==> src/rtl/strm_mon_pkg.sv <==
package strm_mon_pkg;

    localparam int NV          = 9;
    localparam int V_MULTI_SOP = 0;
    localparam int V_MULTI_EOP = 1;
    localparam int V_NO_EOP    = 2;
    localparam int V_NO_SOP    = 3;
    localparam int V_ERR_MID   = 4;
    localparam int V_MTY_MID   = 5;
    localparam int V_HOLE      = 6;
    localparam int V_UNSTABLE  = 7;
    localparam int V_UNDERFLOW = 8;

    typedef logic [NV-1:0] viol_vec_t;

    typedef struct packed {
        logic      open;
        viol_vec_t flag;
        viol_vec_t pulse;
    } mon_state_t;

endpackage

==> src/rtl/strm_seg_eval.sv <==
module strm_seg_eval #(
    parameter int MW = 3
) (
    input  logic          live,
    input  logic          prev_live,
    input  logic          open_prev,
    input  logic          open_in,
    input  logic          sop,
    input  logic          eop,
    input  logic          err,
    input  logic [MW-1:0] mty,
    output logic          open_out,
    output logic          no_eop,
    output logic          no_sop,
    output logic          err_mid,
    output logic          mty_mid,
    output logic          hole
);

    logic open_mid;

    always_comb begin
        no_eop   = 1'b0;
        no_sop   = 1'b0;
        err_mid  = 1'b0;
        mty_mid  = 1'b0;
        hole     = open_prev && !prev_live && live;
        open_mid = open_in;
        open_out = open_in;
        if (live) begin
            if (sop) begin
                no_eop   = open_in;
                open_mid = 1'b1;
            end else if (!open_in) begin
                no_sop = 1'b1;
            end
            if (eop) begin
                open_out = 1'b0;
            end else begin
                open_out = open_mid;
                err_mid  = err;
                mty_mid  = (mty != '0);
            end
        end
    end

endmodule

==> src/rtl/strm_hold_watch.sv <==
module strm_hold_watch #(
    parameter int BW = 143
) (
    input  logic          clk,
    input  logic          rst_n,
    input  logic          clr,
    input  logic          valid,
    input  logic          ready,
    input  logic [BW-1:0] bundle,
    output logic          hit
);

    typedef struct packed {
        logic          stall;
        logic [BW-1:0] held;
    } hold_state_t;

    hold_state_t st_d, st_q;

    always_comb begin
        st_d = st_q;
        hit  = st_q.stall && (bundle != st_q.held);
        if (clr) begin
            st_d.stall = 1'b0;
            st_d.held  = '0;
        end else begin
            st_d.stall = valid && !ready;
            st_d.held  = bundle;
        end
    end

    always_ff @(posedge clk or negedge rst_n) begin
        if (!rst_n) begin
            st_q <= '0;
        end else begin
            st_q <= st_d;
        end
    end

    // A beat that was stalled may not be withdrawn.
    assert_no_withdraw_R9: assert property (@(posedge clk) disable iff (!rst_n)
        (st_q.stall && !valid && !clr) |-> hit);

endmodule

==> src/rtl/strm_seg_monitor.sv <==
module strm_seg_monitor
    import strm_mon_pkg::*;
#(
    parameter int NSEG      = 2,
    parameter int SEG_BYTES = 8
) (
    input  logic                            clk,
    input  logic                            rst_n,
    input  logic                            clr,
    input  logic                            s_tvalid,
    input  logic                            s_tready,
    input  logic [NSEG*SEG_BYTES*8-1:0]     s_tdata,
    input  logic [NSEG-1:0]                 s_ena,
    input  logic [NSEG-1:0]                 s_sop,
    input  logic [NSEG-1:0]                 s_eop,
    input  logic [NSEG-1:0]                 s_err,
    input  logic [NSEG*$clog2(SEG_BYTES)-1:0] s_mty,
    output logic [NV-1:0]                   flag_o,
    output logic [NV-1:0]                   pulse_o
);

    localparam int DW = NSEG * SEG_BYTES * 8;
    localparam int MW = $clog2(SEG_BYTES);
    localparam int BW = 1 + 4 * NSEG + NSEG * MW + DW;

    mon_state_t st_d, st_q;

    logic            fire;
    logic [NSEG-1:0] live;
    logic [NSEG:0]   open_chain;
    logic [NSEG-1:0] h_no_eop, h_no_sop, h_err, h_mty, h_hole;
    logic            hold_hit;
    viol_vec_t       hits;

    assign fire          = s_tvalid && s_tready;
    assign live          = fire ? s_ena : '0;
    assign open_chain[0] = st_q.open;

    for (genvar s = 0; s < NSEG; s++) begin : g_seg
        logic prev_live_s;
        logic open_prev_s;
        if (s == 0) begin : g_first
            assign prev_live_s = 1'b0;
            assign open_prev_s = 1'b0;
        end else begin : g_rest
            assign prev_live_s = live[s-1];
            assign open_prev_s = open_chain[s-1];
        end
        strm_seg_eval #(.MW(MW)) u_eval (
            .live      (live[s]),
            .prev_live (prev_live_s),
            .open_prev (open_prev_s),
            .open_in   (open_chain[s]),
            .sop       (s_sop[s]),
            .eop       (s_eop[s]),
            .err       (s_err[s]),
            .mty       (s_mty[s*MW +: MW]),
            .open_out  (open_chain[s+1]),
            .no_eop    (h_no_eop[s]),
            .no_sop    (h_no_sop[s]),
            .err_mid   (h_err[s]),
            .mty_mid   (h_mty[s]),
            .hole      (h_hole[s])
        );
    end

    strm_hold_watch #(.BW(BW)) u_hold (
        .clk    (clk),
        .rst_n  (rst_n),
        .clr    (clr),
        .valid  (s_tvalid),
        .ready  (s_tready),
        .bundle ({s_tvalid, s_ena, s_sop, s_eop, s_err, s_mty, s_tdata}),
        .hit    (hold_hit)
    );

    always_comb begin
        hits              = '0;
        hits[V_MULTI_SOP] = $countones(live & s_sop) > 1;
        hits[V_MULTI_EOP] = $countones(live & s_eop) > 1;
        hits[V_NO_EOP]    = |h_no_eop;
        hits[V_NO_SOP]    = |h_no_sop;
        hits[V_ERR_MID]   = |h_err;
        hits[V_MTY_MID]   = |h_mty;
        hits[V_HOLE]      = |h_hole;
        hits[V_UNSTABLE]  = hold_hit;
        hits[V_UNDERFLOW] = s_tready && st_q.open && (!s_tvalid || (s_ena == '0));

        st_d = st_q;
        if (clr) begin
            st_d = '0;
        end else begin
            st_d.open  = open_chain[NSEG];
            st_d.pulse = hits;
            st_d.flag  = st_q.flag | hits;
        end
    end

    always_ff @(posedge clk or negedge rst_n) begin
        if (!rst_n) begin
            st_q <= '0;
        end else begin
            st_q <= st_d;
        end
    end

    assign flag_o  = st_q.flag;
    assign pulse_o = st_q.pulse;

    assert_multi_sop_R1: assert property (@(posedge clk) disable iff (!rst_n)
        (fire && !clr && ((s_ena & s_sop) == '1)) |=> pulse_o[V_MULTI_SOP]);

    assert_multi_eop_R2: assert property (@(posedge clk) disable iff (!rst_n)
        (fire && !clr && ((s_ena & s_eop) == '1)) |=> pulse_o[V_MULTI_EOP]);

    assert_starved_R10: assert property (@(posedge clk) disable iff (!rst_n)
        (s_tready && !s_tvalid && st_q.open && !clr) |=> pulse_o[V_UNDERFLOW]);

    assert_clear_R11: assert property (@(posedge clk) disable iff (!rst_n)
        clr |=> (flag_o == '0 && pulse_o == '0));

    assert_sticky_R11: assert property (@(posedge clk) disable iff (!rst_n)
        !clr |=> ((flag_o & $past(flag_o)) == $past(flag_o)));

endmodule

==> config.mk <==
export PLATFORM = sky130hd
export DESIGN_NAME = strm_seg_monitor
export DESIGN_NICKNAME = d
export VERILOG_FILES = /design/src/rtl/strm_mon_pkg.sv /design/src/rtl/strm_seg_eval.sv /design/src/rtl/strm_hold_watch.sv /design/src/rtl/strm_seg_monitor.sv
export SDC_FILE = /design/constraint.sdc
export NUM_CORES = 1
export LEC_CHECK = 0
export BUFFER_PORTS_ARGS = -buffer_cell sky130_fd_sc_hd__buf_2
export CORE_MARGIN = 4
export CORE_UTILIZATION = 35
export CTS_BUF_LIST = sky130_fd_sc_hd__clkbuf_4
export CTS_CLUSTER_SIZE = 10
export DETAILED_ROUTE_END_ITERATION = 8
export GPL_TIMING_DRIVEN = 0
export PLACE_DENSITY = 0.59
export SETUP_SLACK_MARGIN = 0.4
export SLEW_MARGIN = 20
export SYNTH_ARGS = -nofsm -noshare
export SYNTH_HDL_FRONTEND = slang
export SYNTH_SLANG_ARGS = --single-unit
==> constraint.sdc <==
create_clock -name clk -period 4.9 [get_ports clk]
set_input_delay 0.735 -clock clk [delete_from_list [all_inputs] [get_ports clk]]
set_output_delay 0.735 -clock clk [all_outputs]
set_load 0.005 [all_outputs]
Word-level counts from Yosys, hierarchy flattened. Cells that the tools add are included.

Bits in registers: 163. Input bits: 147. Output and inout bits: 18. Logic and storage cells: 58.

Add/subtract/negate cells: 2. Magnitude comparators: 2. Eq/ne operators: 1. Multiplexer cells: 27. Bitwise operators: 3. Reduce and logical (&&, ||, !) cells: 18.

Operators by type and width (number): 2-to-1 mux 144 bit (1); inequality test 143 bit (1); 2-to-1 mux 1 bit (24); 2-to-1 mux 19 bit (1); bitwise OR 9 bit (1); OR reduction 2 bit (4); logical AND 1 bit (7); nonzero test 3 bit (2); adder 1 x 1 -> 2 bit (2); bitwise AND 2 bit (2); > comparator 2 x 1 -> 1 bit (second input constant) (2); logical NOT 1 bit (3); logical NOT 2 bit (1); 2-to-1 mux 2 bit (1); logical OR 1 bit (1).

Logic depth before layout (Yosys ltp).
Depth after elaboration: 9. Mapped depth: 6. Mapped depth without buffers: 6.

By module. A second synthesis with hierarchy kept.

Cells, all modules: 600. Area, all modules: 7084.3 um^2.

By module, submodules not included: strm_hold_watch (instances 1, cells each 523, area an instance 6273.5 um^2, seq. area each 3603.5 um^2); strm_seg_monitor (instances 1, cells each 59, area an instance 680.7 um^2, seq. area each 475.5 um^2); strm_seg_eval (instances 2, cells each 9, area an instance 65.1 um^2, seq. area each 0.0 um^2).

Least setup slack after synthesis. No wires, ideal clock.

Path type: input to register. Start point: input port s_tdata[3]. End point: register st_q (netlist bit flag_o[7]). Library setup time: 0.142 ns. Arrival time: 1.801 ns. Slack: 2.958 ns. Stages on the path: 6. Cell sequence: nor2b_1 > a2111o_1 > nor4_2 > nand4_1 > nor3_2 > a211oi_1.

RTL lines: start, declared (RTL line strm_seg_monitor.sv:12) `input logic [NSEG*SEG_BYTES*8-1:0] s_tdata,`; end signal, assigned (RTL line strm_seg_monitor.sv:103) `st_q <= st_d;`; end, declared (RTL line strm_seg_monitor.sv:26) `mon_state_t st_d, st_q;`.

==> run_results.csv <==
group,metric,value,unit
worst_setup_path,path_class,"reg2reg",
clocking,ctsResizeCount,0,
final_layout,syn_to_final_growth,21.76,%
worst_setup_path,critPathTopFamily,"simple AND/OR/NAND/NOR gates",
clocking,hold_buffers,0,
timing,fmax,477.9,MHz
timing,worst_hold_slack,0.1499,ns
final_layout,diodes,0,
route,drt_iter0_markers,164,
die,core,0.01946,sq mm
place,hpwl,13370,microns
final_layout,finalInstanceArea,0.008444,sq mm
run,drv_cap,0,
clocking,numCtsBuffers,17,
worst_setup_path,path_max_fanout,2,
timing,grt_setup_unrepaired,"false",
timing,finalHoldViolations,0,
route,route.detailed.drc,0,
grt,grt_pass1_wl,28010,microns
place,io_buffers,163,
power_and_ir_drop,ir_drop,0.1964,mV
place,post_dp_cell_area,0.008120,sq mm
timing,setup-tns-final,0,ns
worst_setup_path,crit_path_end,"flag_o[7]",
die,dieArea,0.02213,sq mm
worst_setup_path,cp-startpoint,"u_hold.st_q[136]",
worst_setup_path,cpMostUsedCell,"nor4_1",
die,die_w,148.8,microns
final_layout,fin_cells,1052,
clocking,post_cts_buffers,0,
synth,yosysWarnings,0,
route,dr.pass1.iters,4,
place,place_ws,2.272,ns
timing,tightest_slew,0.9494,ns
timing,fin_crit_sh,0.4270,
hold_path,hold_path_class,"in2async",
timing,setup_viol,0,
die,initial_core_util,0.3563,
worst_setup_path,slowest_delay,0.44,ns
timing,skew,0.02592,ns
grt,grt_pass1_vias,4975,
synth,synth.distinct_cells,39,
final_layout,final_common_cell,"dfrtp_1",
place,dpl.cell_count,1020,
die,io_pins,165,
route,wl_per_cell,17.38,microns
grt,grt_max_degree,87,
final_layout,n_fill_cell,1931,
worst_setup_path,worst-path-buf-inv,0,
worst_setup_path,r2r_start,"u_hold.st_q[136]",
clocking,path_clk_slew,0.14,ns
clocking,clockBufferDepth,2,
synth,syn_nets,738,
power_and_ir_drop,p_leak,3.932,nW
grt,overflow,0,
route,ant_nets,0,
final_layout,drive_gt1_frac,0.2554,
grt,track_usage,0.1701,
synth,synth_area_per_cell,11.74,sq um
clocking,cts-root-buf,"clkbuf_4",
route,vias_per_cell,4.512,
final_layout,final_cell_mix,"dfrtp_1 (163), buf_2 (162), nor2b_1 (134)",
route,routed_wl,18280,microns
worst_setup_path,r2r_cells,6,
die,num_rows,51,
synth,synthCells,591,
final_layout,fin_nets,921,
die,fp.dieH,148.8,microns
worst_setup_path,cp.arrival,2.48,ns
worst_setup_path,slowest_stage,"nor4_1",
clocking,clk_latency,0.55,ns
timing,maxSlewViolCount,0,
power_and_ir_drop,powerDensity,315.6,mW/mm^2
clocking,cts_sinks,163,
synth,synth.yosys.seq_area_share,0.5881,
worst_setup_path,critical_path_required,5.29,ns
worst_setup_path,worst-path-stages,6,
route,num_vias,4747,
synth,syn_area,0.006935,sq mm
place,place.gp.congestion,0.7881,
timing,finalWorstSetupSlack,2.808,ns
timing,fin_crit,2.092,ns
clocking,cts_tree,"yes",
worst_setup_path,crit_chain,"xnor2_1, nand4_1, nor4_1, nand3_1, nor4_1, a211oi_1",
timing,slew_headroom,0.3670,
worst_setup_path,rr_endpoint,"flag_o[7]",
worst_setup_path,rrSetupSlack,2.81,ns
grt,antenna_found_initial,1,
worst_setup_path,cp-end-kind,"flip-flop",
outcome,status,"finished, final reports clean",
synth,synth-seq-cells,163,
worst_setup_path,critPathLaunchType,"flip-flop",
clocking,cts_max_level,4,
-- stage by stage --
step | util | power (mW)
3_5_place_dp | 0.4172 | 1.800
4_1_cts | 0.4339 | 2.712
2_1_floorplan | - | 1.625
5_1_grt | 0.4339 | 2.811
6_report | 0.4339 | 2.665
3_3_place_gp | 0.4153 | 1.793
-- cells in the mapped netlist, drive strengths merged --
| master | instances | share of area |
|---|---|---|
| a22o | 1 | 0.0013 |
| nor3 | 3 | 0.0029 |
| o32a | 1 | 0.0014 |
| a2111o | 1 | 0.0016 |
| and2 | 1 | 0.00090 |
| nor2b | 134 | 0.12 |
| nor4b | 2 | 0.0025 |
| inv | 23 | 0.012 |
| a21oi | 4 | 0.0029 |
| nor2 | 24 | 0.013 |
| xnor2 | 83 | 0.10 |
| dfrtp | 163 | 0.59 |
| a22oi | 1 | 0.0011 |
| o221ai | 1 | 0.0013 |
| and3 | 1 | 0.00090 |
| and4 | 1 | 0.0013 |
| nor4 | 16 | 0.015 |
| xor2 | 36 | 0.045 |
| nand4 | 26 | 0.023 |
| a221oi | 4 | 0.0051 |
| nand2 | 5 | 0.0027 |
| o21ai | 2 | 0.0014 |
| clkinv | 2 | 0.0011 |
| buf | 3 | 0.0016 |
| o22ai | 7 | 0.0063 |
| o2111ai | 4 | 0.0051 |
| clkbuf | 14 | 0.0076 |
| a21o | 6 | 0.0065 |
| o31ai | 2 | 0.0022 |
| a211oi | 1 | 0.0011 |
| or2 | 1 | 0.00090 |
| a221o | 2 | 0.0029 |
| nand3 | 3 | 0.0022 |
| nand2b | 12 | 0.011 |
| o21a | 1 | 0.0011 |
-- power breakdown --
group	switching (mW)	internal, mW	total (mW)	leakage (nW)
sequential	0.0290	1.41	1.44	2.12
combinational	0.175	0.154	0.329	1.64
clock	0.481	0.417	0.898	0.173
-- flip-flops by register name, summed over array words and instances, names as in the netlist --
| signal | count |
|---|---|
| flag_o | 9 |
| g_seg.open_prev_s | 1 |
| pulse_o | 9 |
| u_hold.st_q | 144 |
-- layer usage --
layer / up-vias / part of all wire / track usage
li1: 2292 / - / -
met2: 130 / 0.46 / 0.2701
met4: 2 / 0.013 / 0.04439
met3: 17 / 0.057 / 0.04132
met1: 2306 / 0.47 / 0.2359
met5: - / 0.00066 / 0
-- cells by family (layout without fill, tap and decap cells) --
kind of cell              after synthesis  count (layout)  share of synthesized area
buffers and inverters                  42             238                    0.02273
DFF                                   163             163                     0.5881
xor gates and xnor gates              119             119                     0.1503
and+or+nand+nor                       229             229                     0.1977
AOI/OAI and AO/OA                      38              38                    0.04113
-- worst register-to-register path: cells and delay by family (launching register included) --
family	cells	cell delay (ns)
AOI/OAI and AO/OA	1	0.15
DFF	1	0.40
and+or+nand+nor	4	1.22
xor gates and xnor gates	1	0.19
-- worst min path at each step --
stage | start | to | slack, ns | depth (start not counted)
6_report | rst_n | u_hold.st_q[57] | 0.15 | 1
5_1_grt | rst_n | u_hold.st_q[53] | 0.14 | 1
4_1_cts | rst_n | u_hold.st_q[97] | 0.12 | 1
3_5_place_dp | flag_o[6] | flag_o[6] | 0.46 | 1
3_3_place_gp | flag_o[0] | flag_o[0] | 0.46 | 1
2_1_floorplan | rst_n | flag_o[0] | 0.44 | 0
-- cell type report --
| type | instances | area, sq um | area share |
|---|---|---|---|
| repair buffers | 164 | 853.3 | 0.1011 |
| clock inverters | 13 | 181.4 | 0.02148 |
| well taps | 265 | 331.6 | 0.03927 |
| plain buffers | 17 | 63.81 | 0.007557 |
| multi-input cells | 386 | 2699 | 0.3196 |
| clock buffers | 19 | 142.6 | 0.01689 |
| inverters | 25 | 93.84 | 0.01111 |
| flip-flops and latches | 163 | 4079 | 0.4830 |
No activity file was read; power rests on OpenSTA's default activity.
